[config.mk]
export PLATFORM = sky130hd
export DESIGN_NAME = link_start_ctrl
export DESIGN_NICKNAME = d
export VERILOG_FILES = /design/src/rtl/lsc_pkg.sv /design/src/rtl/lsc_word_decode.sv /design/src/rtl/lsc_lfsr.sv /design/src/rtl/link_start_ctrl.sv
export SDC_FILE = /design/constraint.sdc
export NUM_CORES = 1
export LEC_CHECK = 0
export BUFFER_PORTS_ARGS = -buffer_cell sky130_fd_sc_hd__buf_2
export CORE_ASPECT_RATIO = 1.75
export CORE_MARGIN = 10
export CORE_UTILIZATION = 35
export CTS_CLUSTER_DIAMETER = 120
export DETAILED_ROUTE_END_ITERATION = 6
export PLACE_DENSITY = 0.57
export SLEW_MARGIN = 20
export SYNTH_ARGS = -nofsm -noshare
export SYNTH_HDL_FRONTEND = slang
export SYNTH_HIERARCHICAL = 1
export SYNTH_SLANG_ARGS = --single-unit
[constraint.sdc]
create_clock -name clk -period 3.8 [get_ports clk]
set_clock_uncertainty 0.2 [all_clocks]
set_input_delay 0.57 -clock clk [delete_from_list [all_inputs] [get_ports clk]]
set_output_delay 0.57 -clock clk [all_outputs]
set_load 0.05 [all_outputs]
[src/rtl/lsc_pkg.sv]
package lsc_pkg;
    typedef enum logic [2:0] {
        ST_INACTIVE,
        ST_AWAIT_ACK,
        ST_BACKOFF,
        ST_ACTIVE,
        ST_DOWN
    } lsc_state_t;

    // Words exchanged with the partner
    localparam logic [15:0] WORD_START_REQ = 16'h8400;
    localparam logic [15:0] WORD_START_ACK = 16'hA003;

    // Decode masks: start flag on bit 10; acknowledge = bit 13, bit 10 clear, low byte 3
    localparam logic [15:0] MASK_START = 16'h0400;
    localparam logic [15:0] MASK_ACK   = 16'h24FF;
    localparam logic [15:0] MATCH_ACK  = 16'h2003;
endpackage

[src/rtl/lsc_word_decode.sv]
module lsc_word_decode
    import lsc_pkg::*;
(
    input  logic [15:0] word,
    input  logic        valid,
    output logic        is_req,
    output logic        is_ack
);
    always_comb begin
        is_req = valid && ((word & MASK_START) != 16'h0000);
        is_ack = valid && ((word & MASK_ACK) == MATCH_ACK);
    end
endmodule

[src/rtl/lsc_lfsr.sv]
module lsc_lfsr #(
    parameter int          OUT_W = 6,
    parameter logic [15:0] TAPS  = 16'hB400,
    parameter logic [15:0] SEED  = 16'hACE1
) (
    input  logic             clk,
    input  logic             rst_n,
    output logic [OUT_W-1:0] rnd
);
    logic [15:0] sr;

    always_ff @(posedge clk or negedge rst_n) begin
        if (!rst_n) begin
            sr <= SEED;
        end else if (sr[0]) begin
            sr <= (sr >> 1) ^ TAPS;
        end else begin
            sr <= sr >> 1;
        end
    end

    assign rnd = sr[OUT_W-1:0];
endmodule

[src/rtl/link_start_ctrl.sv]
module link_start_ctrl
    import lsc_pkg::*;
#(
    parameter int          TIMEOUT_TICKS = 16,
    parameter int          MAX_FAILS     = 8,
    parameter int          BACKOFF_BITS  = 6,
    parameter logic [15:0] LFSR_SEED     = 16'hACE1
) (
    input  logic        clk,
    input  logic        rst_n,
    input  logic        start_cmd,
    input  logic        reinit,
    input  logic        tick,
    input  logic [15:0] rx_word,
    input  logic        rx_valid,
    output logic [15:0] tx_word,
    output logic        tx_strobe,
    output logic        link_up,
    output logic        is_primary,
    output logic        link_down
);
    localparam int TMR_W  = $clog2(TIMEOUT_TICKS + 1);
    localparam int FAIL_W = $clog2(MAX_FAILS + 1);
    localparam int BO_W   = BACKOFF_BITS + 1;

    lsc_state_t              state, nxt;
    logic [TMR_W-1:0]        tmr;
    logic [FAIL_W-1:0]       fails;
    logic [BO_W-1:0]         bo_cnt;
    logic                    primary_q, down_q;
    logic [BACKOFF_BITS-1:0] rnd;
    logic                    rx_req, rx_ack;
    logic                    send_req, send_ack, fail_evt, set_pri, set_sec;
    logic                    tmr_last, fail_last, bo_last;

    lsc_word_decode u_dec (
        .word  (rx_word),
        .valid (rx_valid),
        .is_req(rx_req),
        .is_ack(rx_ack)
    );

    lsc_lfsr #(.OUT_W(BACKOFF_BITS), .SEED(LFSR_SEED)) u_lfsr (
        .clk  (clk),
        .rst_n(rst_n),
        .rnd  (rnd)
    );

    assign tmr_last  = (tmr == TMR_W'(TIMEOUT_TICKS - 1));
    assign fail_last = (fails == FAIL_W'(MAX_FAILS - 1));
    assign bo_last   = (bo_cnt == BO_W'(1));

    // Next state and transition actions
    always_comb begin
        nxt      = state;
        send_req = 1'b0;
        send_ack = 1'b0;
        fail_evt = 1'b0;
        set_pri  = 1'b0;
        set_sec  = 1'b0;
        unique case (state)
            ST_INACTIVE: begin
                if (rx_req) begin
                    send_ack = 1'b1; set_sec = 1'b1; nxt = ST_ACTIVE;
                end else if (start_cmd) begin
                    send_req = 1'b1; nxt = ST_AWAIT_ACK;
                end
            end
            ST_AWAIT_ACK: begin
                if (rx_ack) begin
                    set_pri = 1'b1; nxt = ST_ACTIVE;
                end else if (rx_req || (tick && tmr_last)) begin
                    fail_evt = 1'b1;
                    nxt      = fail_last ? ST_DOWN : ST_BACKOFF;
                end
            end
            ST_BACKOFF: begin
                if (rx_req) begin
                    send_ack = 1'b1; set_sec = 1'b1; nxt = ST_ACTIVE;
                end else if (tick && bo_last) begin
                    send_req = 1'b1; nxt = ST_AWAIT_ACK;
                end
            end
            ST_ACTIVE: begin
                if (rx_req) begin
                    send_ack = 1'b1; set_sec = 1'b1;
                end else if (start_cmd) begin
                    send_req = 1'b1; nxt = ST_AWAIT_ACK;
                end
            end
            ST_DOWN: begin
                if (rx_req) begin
                    send_ack = 1'b1; set_sec = 1'b1; nxt = ST_ACTIVE;
                end
            end
            default: nxt = ST_INACTIVE;
        endcase
    end

    // State register and datapath
    always_ff @(posedge clk or negedge rst_n) begin
        if (!rst_n) begin
            state     <= ST_INACTIVE;
            tmr       <= '0;
            fails     <= '0;
            bo_cnt    <= '0;
            primary_q <= 1'b0;
            down_q    <= 1'b0;
            tx_word   <= '0;
            tx_strobe <= 1'b0;
        end else if (reinit) begin
            state     <= ST_INACTIVE;
            tmr       <= '0;
            fails     <= '0;
            bo_cnt    <= '0;
            primary_q <= 1'b0;
            down_q    <= 1'b0;
            tx_strobe <= 1'b0;
        end else begin
            state     <= nxt;
            tx_strobe <= send_req || send_ack;
            if (send_req) begin
                tx_word <= WORD_START_REQ;
            end else if (send_ack) begin
                tx_word <= WORD_START_ACK;
            end
            if (send_req) begin
                tmr <= '0;
            end else if (state == ST_AWAIT_ACK && tick) begin
                tmr <= tmr + TMR_W'(1);
            end
            if (fail_evt && !fail_last) begin
                bo_cnt <= {1'b0, rnd} + BO_W'(1);
            end else if (state == ST_BACKOFF && tick) begin
                bo_cnt <= bo_cnt - BO_W'(1);
            end
            if (set_pri || set_sec) begin
                fails <= '0;
            end else if (fail_evt) begin
                fails <= fails + FAIL_W'(1);
            end
            if (fail_evt && fail_last) begin
                down_q <= 1'b1;
            end
            if (set_pri) begin
                primary_q <= 1'b1;
            end else if (set_sec) begin
                primary_q <= 1'b0;
            end
        end
    end

    // Outputs
    always_comb begin
        link_up    = (state == ST_ACTIVE);
        is_primary = (state == ST_ACTIVE) && primary_q;
        link_down  = down_q;
    end
endmodule

==> flow_summary.ini, run 1 <==
[sta]
finalCritPeriodShare_pct = 68.8
setup-violations-final = 0
finalMaxSlewViolations = 0
relSlewSlack_pct = 32.2
timing.hold.ws_ns = 0.149
tightest_slew_ns = 1.00
fmax_mhz = 382
final-hold-violation-count = 0
rsz0062_at_grt = no
min_period_ns = 2.62
tns_ns = 0

[synthesis]
synth-simple-area-share_pct = 20.6
synth_compound_area_share_pct = 13.2
synth_cells = 224
yosys_most_used_dff = dfrtp_1
synth_edf_count = 0
synth_area_um2 = 2240
synth_top_family_by_area = simple AND/OR/NAND/NOR gates
syn_area_per_cell_um2 = 10.0
synth_area_leader_cell = dfrtp_1
yosys.cell_count.top_type = dfrtp_1
synth_mux_area_share_pct = 0.446
ys_seq_area_share_pct = 46.2
synth_top_area_share_pct = 36.8
synth_seq_cells = 41
synth_adder_area_share_pct = 3.34
synth_xor_area_share_pct = 7.02
yosys-top-cells-area = dfrtp_1 (37%), dfstp_2 (9.4%), buf_4 (6.4%), xor2_1 (4.7%), ha_1 (3.3%)
ys_types = 50
yosys-top-cells-count = dfrtp_1 (33), buf_4 (19), nor2_1 (17), nand2_1 (15)
async_flop_share_pct = 100
ys_warn_count = 6

[global_route]
grt_pass1_vias = 1721
overflow = 0
grt_pass1_wl_mm = 8.12
grt_usage_pct = 9.87
grt_max_degree = 42
antenna_found_initial = 0

[cts]
cts_hold_buf = 0
clock_path_buffers = 2
numCtsBuffers = 5
ctsResizeCount = 0
insertion_delay_ns = 0.30
post_cts_buffers = 0
cts.clk_slew.worst_paths_ns = 0.08
clockRootBuffer = clkbuf_8
clock-sinks = 41
h-tree-depth = 2
cts_tree = built

[setup_path]
crit_chain = buf_2 > or4b_1 > nor4_2 > nor2b_1 > a21oi_1 > o211ai_1 > nor2_1
crit_fanout = 5
critPathMaxStageDelay_ns = 0.53
cp.buffers_inverters = 1
slowest_stage = or4b_1
end_kind = register
cpLargestDelayFamily = simple AND/OR/NAND/NOR gates
path_class = in -> reg
cp_data_arrival_time_ns = 2.58
worst_setup_path_start_kind = primary input
required_ns = 3.76

[finish]
drive_gt1_share_pct = 20.9
seqCellArea_um2 = 1040
syn2layout_area_growth_pct = 9.31
antenna_cells = 0
nNetsFinal = 266
fin_area_um2 = 2450
fill_cells = 636
multiInputGateArea_um2 = 1040

[floorplan]
core_um2 = 6230
row_count = 38
start_util_pct = 36.0
ioPinCount = 42
dieArea_um2 = 10100
die_y_um = 126
die_x_um = 80.5

[power_and_ir_drop]
p_leak_nw = 1.08
power.density_nw_per_um2 = 559
irDropWorstVdd_v = 0.000220

[place]
port_buffers = 24
gp_congestion = 0.777
placed_area_um2 = 2330
dp_hpwl_mm = 3.44

[status]
status = complete, no violations

[detailed_routing]
drt_iter0_markers = 85
detail_route.wl_per_cell_um = 14.5
via_per_inst = 5.01
drc = 0
ant_nets = 0
dr.pass1.iters = 4
routed_wl_mm = 4.64
vias = 1599

[min_path]
min_path_type = reg -> reg

[flow_run]
max_cap_violations = 0
[power by group]
group	switching [W]	leakage (nW)	internal [W]
sequential	0.0000755	0.528	0.000481
clock	0.000156	0.0574	0.000214
combinational	0.000285	0.497	0.000161
total	0.000516	1.08	0.000857
[per-stage QoR]
step / util, % / setup slack [ns] / instances / total power [W]
after floorplan: - / 1.37 / 234 / 0.000935
after global placement: 37.5 / 0.842 / 311 / 0.00101
after detailed placement: 37.5 / 0.846 / 311 / 0.00102
after CTS: 39.4 / 1.15 / 319 / 0.00139
after global routing: 39.4 / 1.04 / 319 / 0.00147
final: 39.4 / 1.18 / 319 / 0.00137
[cells by family after synthesis]
kind of cell	Yosys count
mux	1
compound gates	42
simple gates	80
fa+ha+maj	6
buf+inv	35
flops	41
other cells	1
xor+xnor	18
[routing by layer]
layer,up-vias,share of wire [%],track usage [%]
li1,793,-,-
met1,777,37,9.97
met2,22,57,18.0
met3,7,4.7,2.85
met4,0,2.0,3.75
met5,-,0,0
[cell type report]
type                    instances  share of cell area [%]
multi-input cells             158                    42.5
flip-flops and latches         41                    42.2
repair buffers                 25                    5.20
well taps                      80                    4.08
clock buffers                   6                    3.37
clock inverters                 2                    1.53
inverters                       7                    1.07
[path summary, 6_finish.rpt]
kind | from | to | slack, ns | depth (start not counted)
setup / recovery | rx_word[10] | fails[0] | 1.18 | 7
hold / removal | u_lfsr/sr[6] | u_lfsr/sr[5] | 0.15 | 0
setup reg to reg | state[1] | bo_cnt[5] | 1.38 | 4
hold reg to reg | u_lfsr/sr[6] | u_lfsr/sr[5] | 0.15 | 0
max in group asynchronous | rst_n | u_lfsr/sr[8] | 2.65 | 1
min in group asynchronous | rst_n | tmr[3] | 0.19 | 1
[layout by cell type (no fill, tap or decap), types with 3 or more instances in the layout]
| cell | count |
|---|---|
| nand4_1 | 3 |
| nand3_1 | 9 |
| dfrtp_1 | 33 |
| o211ai_1 | 3 |
| buf_2 | 24 |
| conb_1 | 11 |
| xor2_1 | 12 |
| nand3b_1 | 3 |
| a21oi_1 | 12 |
| ha_1 | 6 |
| nand2_1 | 15 |
| inv_1 | 7 |
| dfstp_2 | 8 |
| nand2b_1 | 5 |
| nor2_1 | 17 |
| xnor2_1 | 6 |
| clkbuf_8 | 6 |
| o41ai_1 | 3 |
| nor2b_1 | 5 |
| nor3_1 | 3 |
| a211oi_1 | 5 |
| o21ai_0 | 4 |
[sequential cells by signal, indices dropped and copies added (netlist names)]
signal / flops
tx_strobe: 1
fails: 4
state: 3
bo_cnt: 7
primary_q: 1
link_down: 1
u_lfsr/sr: 16
tmr: 5
tx_word: 3
No activity file was read; power rests on OpenSTA's default activity.
==> run 2: changes to the inputs <==
ABC_AREA = 1   (was default)
PLACE_DENSITY = 0.58   (was 0.57)
clock period = 2.2 ns   (was 3.8 ns; I/O delays follow)
==> run 2 against run 1 <==
Synthesized cell count grew 30%. Count of clock-buffer cells in the layout shrank 1. Sequential power grew 67%. Die area grew 2.5%. Via count grew 13%. Combinational power grew 120%. Global-route usage grew 0.14 points. Routed wire length grew 0.56%. Area after synthesis grew 3.1%. Design area grew 6.1%. Clock power grew 96%. Critical path type is now reg -> reg. Critical endpoint is now bo_cnt[5].
==> flow_summary.ini, run 2 <==
[finish]
layout_commonest_cell = nand2_1
top_regs = u_lfsr/sr x16, bo_cnt x7, tmr x5
final_cell_mix = nand2_1 (73), inv_1 (39), nand3_1 (35)
fin_area_um2 = 2600
drive_gt1_share_pct = 17.9
antenna_cells = 0
largest_reg_flops = 16
syn2layout_area_growth_pct = 12.5
nNetsFinal = 345
largest_register = u_lfsr/sr

[cts]
cts.clk_slew.worst_paths_ns = 0.06
cts_tree = built
clock-sinks = 41
insertion_delay_ns = 0.29
numCtsBuffers = 5
h-tree-depth = 2
ctsResizeCount = 0
clock_path_buffers = 2
clockRootBuffer = clkbuf_16

[global_route]
grt_pass1_vias = 1858
grt_usage_pct = 10.0
antenna_found_initial = 0
grt_max_degree = 42
overflow = 0
grt_pass1_wl_mm = 8.31

[floorplan]
core_um2 = 6490
die_x_um = 81.5
dieArea_um2 = 10400
start_util_pct = 35.7
ioPinCount = 42
die_y_um = 128
row_count = 39

[synthesis]
ys_types = 31
synth_edf_count = 0
yosys_most_used_dff = dfrtp_1
yosys-top-cells-count = nand2_1 (73), inv_1 (39), nand3_1 (35), dfrtp_1 (33), nor2_1 (26)
syn_area_per_cell_um2 = 7.95
synth_seq_cells = 41
synth_area_leader_cell = dfrtp_1
synth_cells = 291
synth_area_um2 = 2310
yosys-top-cells-area = dfrtp_1 (36%), nand2_1 (12%), dfstp_2 (9.1%), nand3_1 (7.6%), inv_1 (6.3%)
ys_warn_count = 6
yosys.cell_count.top_type = nand2_1
synth_top_area_share_pct = 35.7
async_flop_share_pct = 100
ys_seq_area_share_pct = 44.8

[detailed_routing]
detail_route.wl_per_cell_um = 11.7
drt_iter0_markers = 84
vias = 1805
via_per_inst = 4.51
routed_wl_mm = 4.66
drc = 0
ant_nets = 0
dr.pass1.iters = 4

[sta]
rsz0062_at_grt = yes
relSlewSlack_pct = 58.6
setup-violations-final = 0
finalCritPeriodShare_pct = 92.8
tightest_slew_ns = 0.622
finalMaxSlewViolations = 0
tns_ns = 0
min_period_ns = 2.04
fmax_mhz = 490
final-hold-violation-count = 0

[min_path]
min_path_type = reg -> reg

[flow_run]
max_cap_violations = 0

[setup_path]
end_kind = register
path_class = reg -> reg
cp_data_arrival_time_ns = 2.07
crit_fanout = 12
required_ns = 2.23
worst_setup_path_start_kind = register

[power_and_ir_drop]
finalPower_w = 0.00264
power.density_nw_per_um2 = 1010
irDropWorstVdd_v = 0.000831
p_leak_nw = 1.34

[place]
dp_hpwl_mm = 3.59
port_buffers = 24
placed_area_um2 = 2420
gp_congestion = 0.800

[status]
status = complete, no violations
## run 2: worst paths after layout
| check | from | end | slack [ns] | cells after the start |
|---|---|---|---|---|
| setup / recovery | tmr[1] | bo_cnt[5] | 0.16 | 9 |
| hold / removal | u_lfsr/sr[9] | u_lfsr/sr[8] | 0.15 | 0 |
| setup reg to reg | tmr[1] | bo_cnt[5] | 0.16 | 9 |
| hold reg to reg | u_lfsr/sr[9] | u_lfsr/sr[8] | 0.15 | 0 |
| max in group asynchronous | rst_n | u_lfsr/sr[15] | 0.99 | 3 |
| min in group asynchronous | rst_n | tmr[0] | 0.44 | 3 |
## run 2: cell families (layout without fill, tap and decap cells)
| family | after synthesis | after routing | synth area share (%) |
|---|---|---|---|
| and+or+nand+nor | 147 | 147 | 27.6 |
| buffers and inverters | 65 | 82 | 14.4 |
| DFF | 41 | 41 | 44.8 |
| AOI/OAI and AO/OA | 20 | 20 | 5.68 |
| xor gates and xnor gates | 11 | 11 | 4.16 |
| adders and majority gates | 6 | 6 | 3.24 |
| other | 1 | 11 | 0.162 |
## run 2: power breakdown
part	switching, W	internal (W)	leakage [nW]
Sequential	0.0000849	0.000845	0.529
Clock	0.000302	0.000422	0.0702
Combinational	0.000670	0.000311	0.741
## run 2: cell type report
| type | instances | area (um^2) |
|---|---|---|
| fill | 665 | 3890 |
| tap | 82 | 103 |
| clock buffer | 5 | 125 |
| inverter | 43 | 161 |
| sequential | 41 | 1040 |
| timing repair buffer | 31 | 175 |
| multi-input combinational | 195 | 982 |
| clock inverter | 3 | 21.3 |
## run 2: stage by stage
stage / setup WS, ns / util [%] / hold WS, ns / std cells
final: 0.158 / 40.1 / 0.150 / 400
after global routing: -0.00634 / 40.1 / 0.159 / 400
after CTS: 0.0956 / 39.7 / 0.154 / 396
after detailed placement: 0.115 / 37.2 / 0.139 / 387
after global placement: 0.135 / 37.2 / 0.139 / 387
after floorplan: 0.347 / - / -0.166 / 301
## run 2: timing repair
item | 4_1_cts | 5_1_grt
setup endpoints to repair | 0 | 7
hold buffers | 1 | 0
buffers inserted | 0 | 4
hold endpoints to repair | 33 | 0
## run 2: critical path: stages (launching register included)
cell	delay, ns
dfrtp_1	0.37
ha_1	0.17
and3_1	0.16
ha_1	0.17
nand2_1	0.09
a21oi_4	0.17
nand3_4	0.18
a21oi_4	0.29
nand3_1	0.11
nand2_1	0.07
## run 2: metal layers
layer  wire length (um)  vias to the layer above  track usage (%)
met1               1700                      834             10.0
met3                257                        9             2.95
met4                122                        0             5.42
met2               2590                       33             17.7
met5                  0                        -                0
li1                   -                      929                -
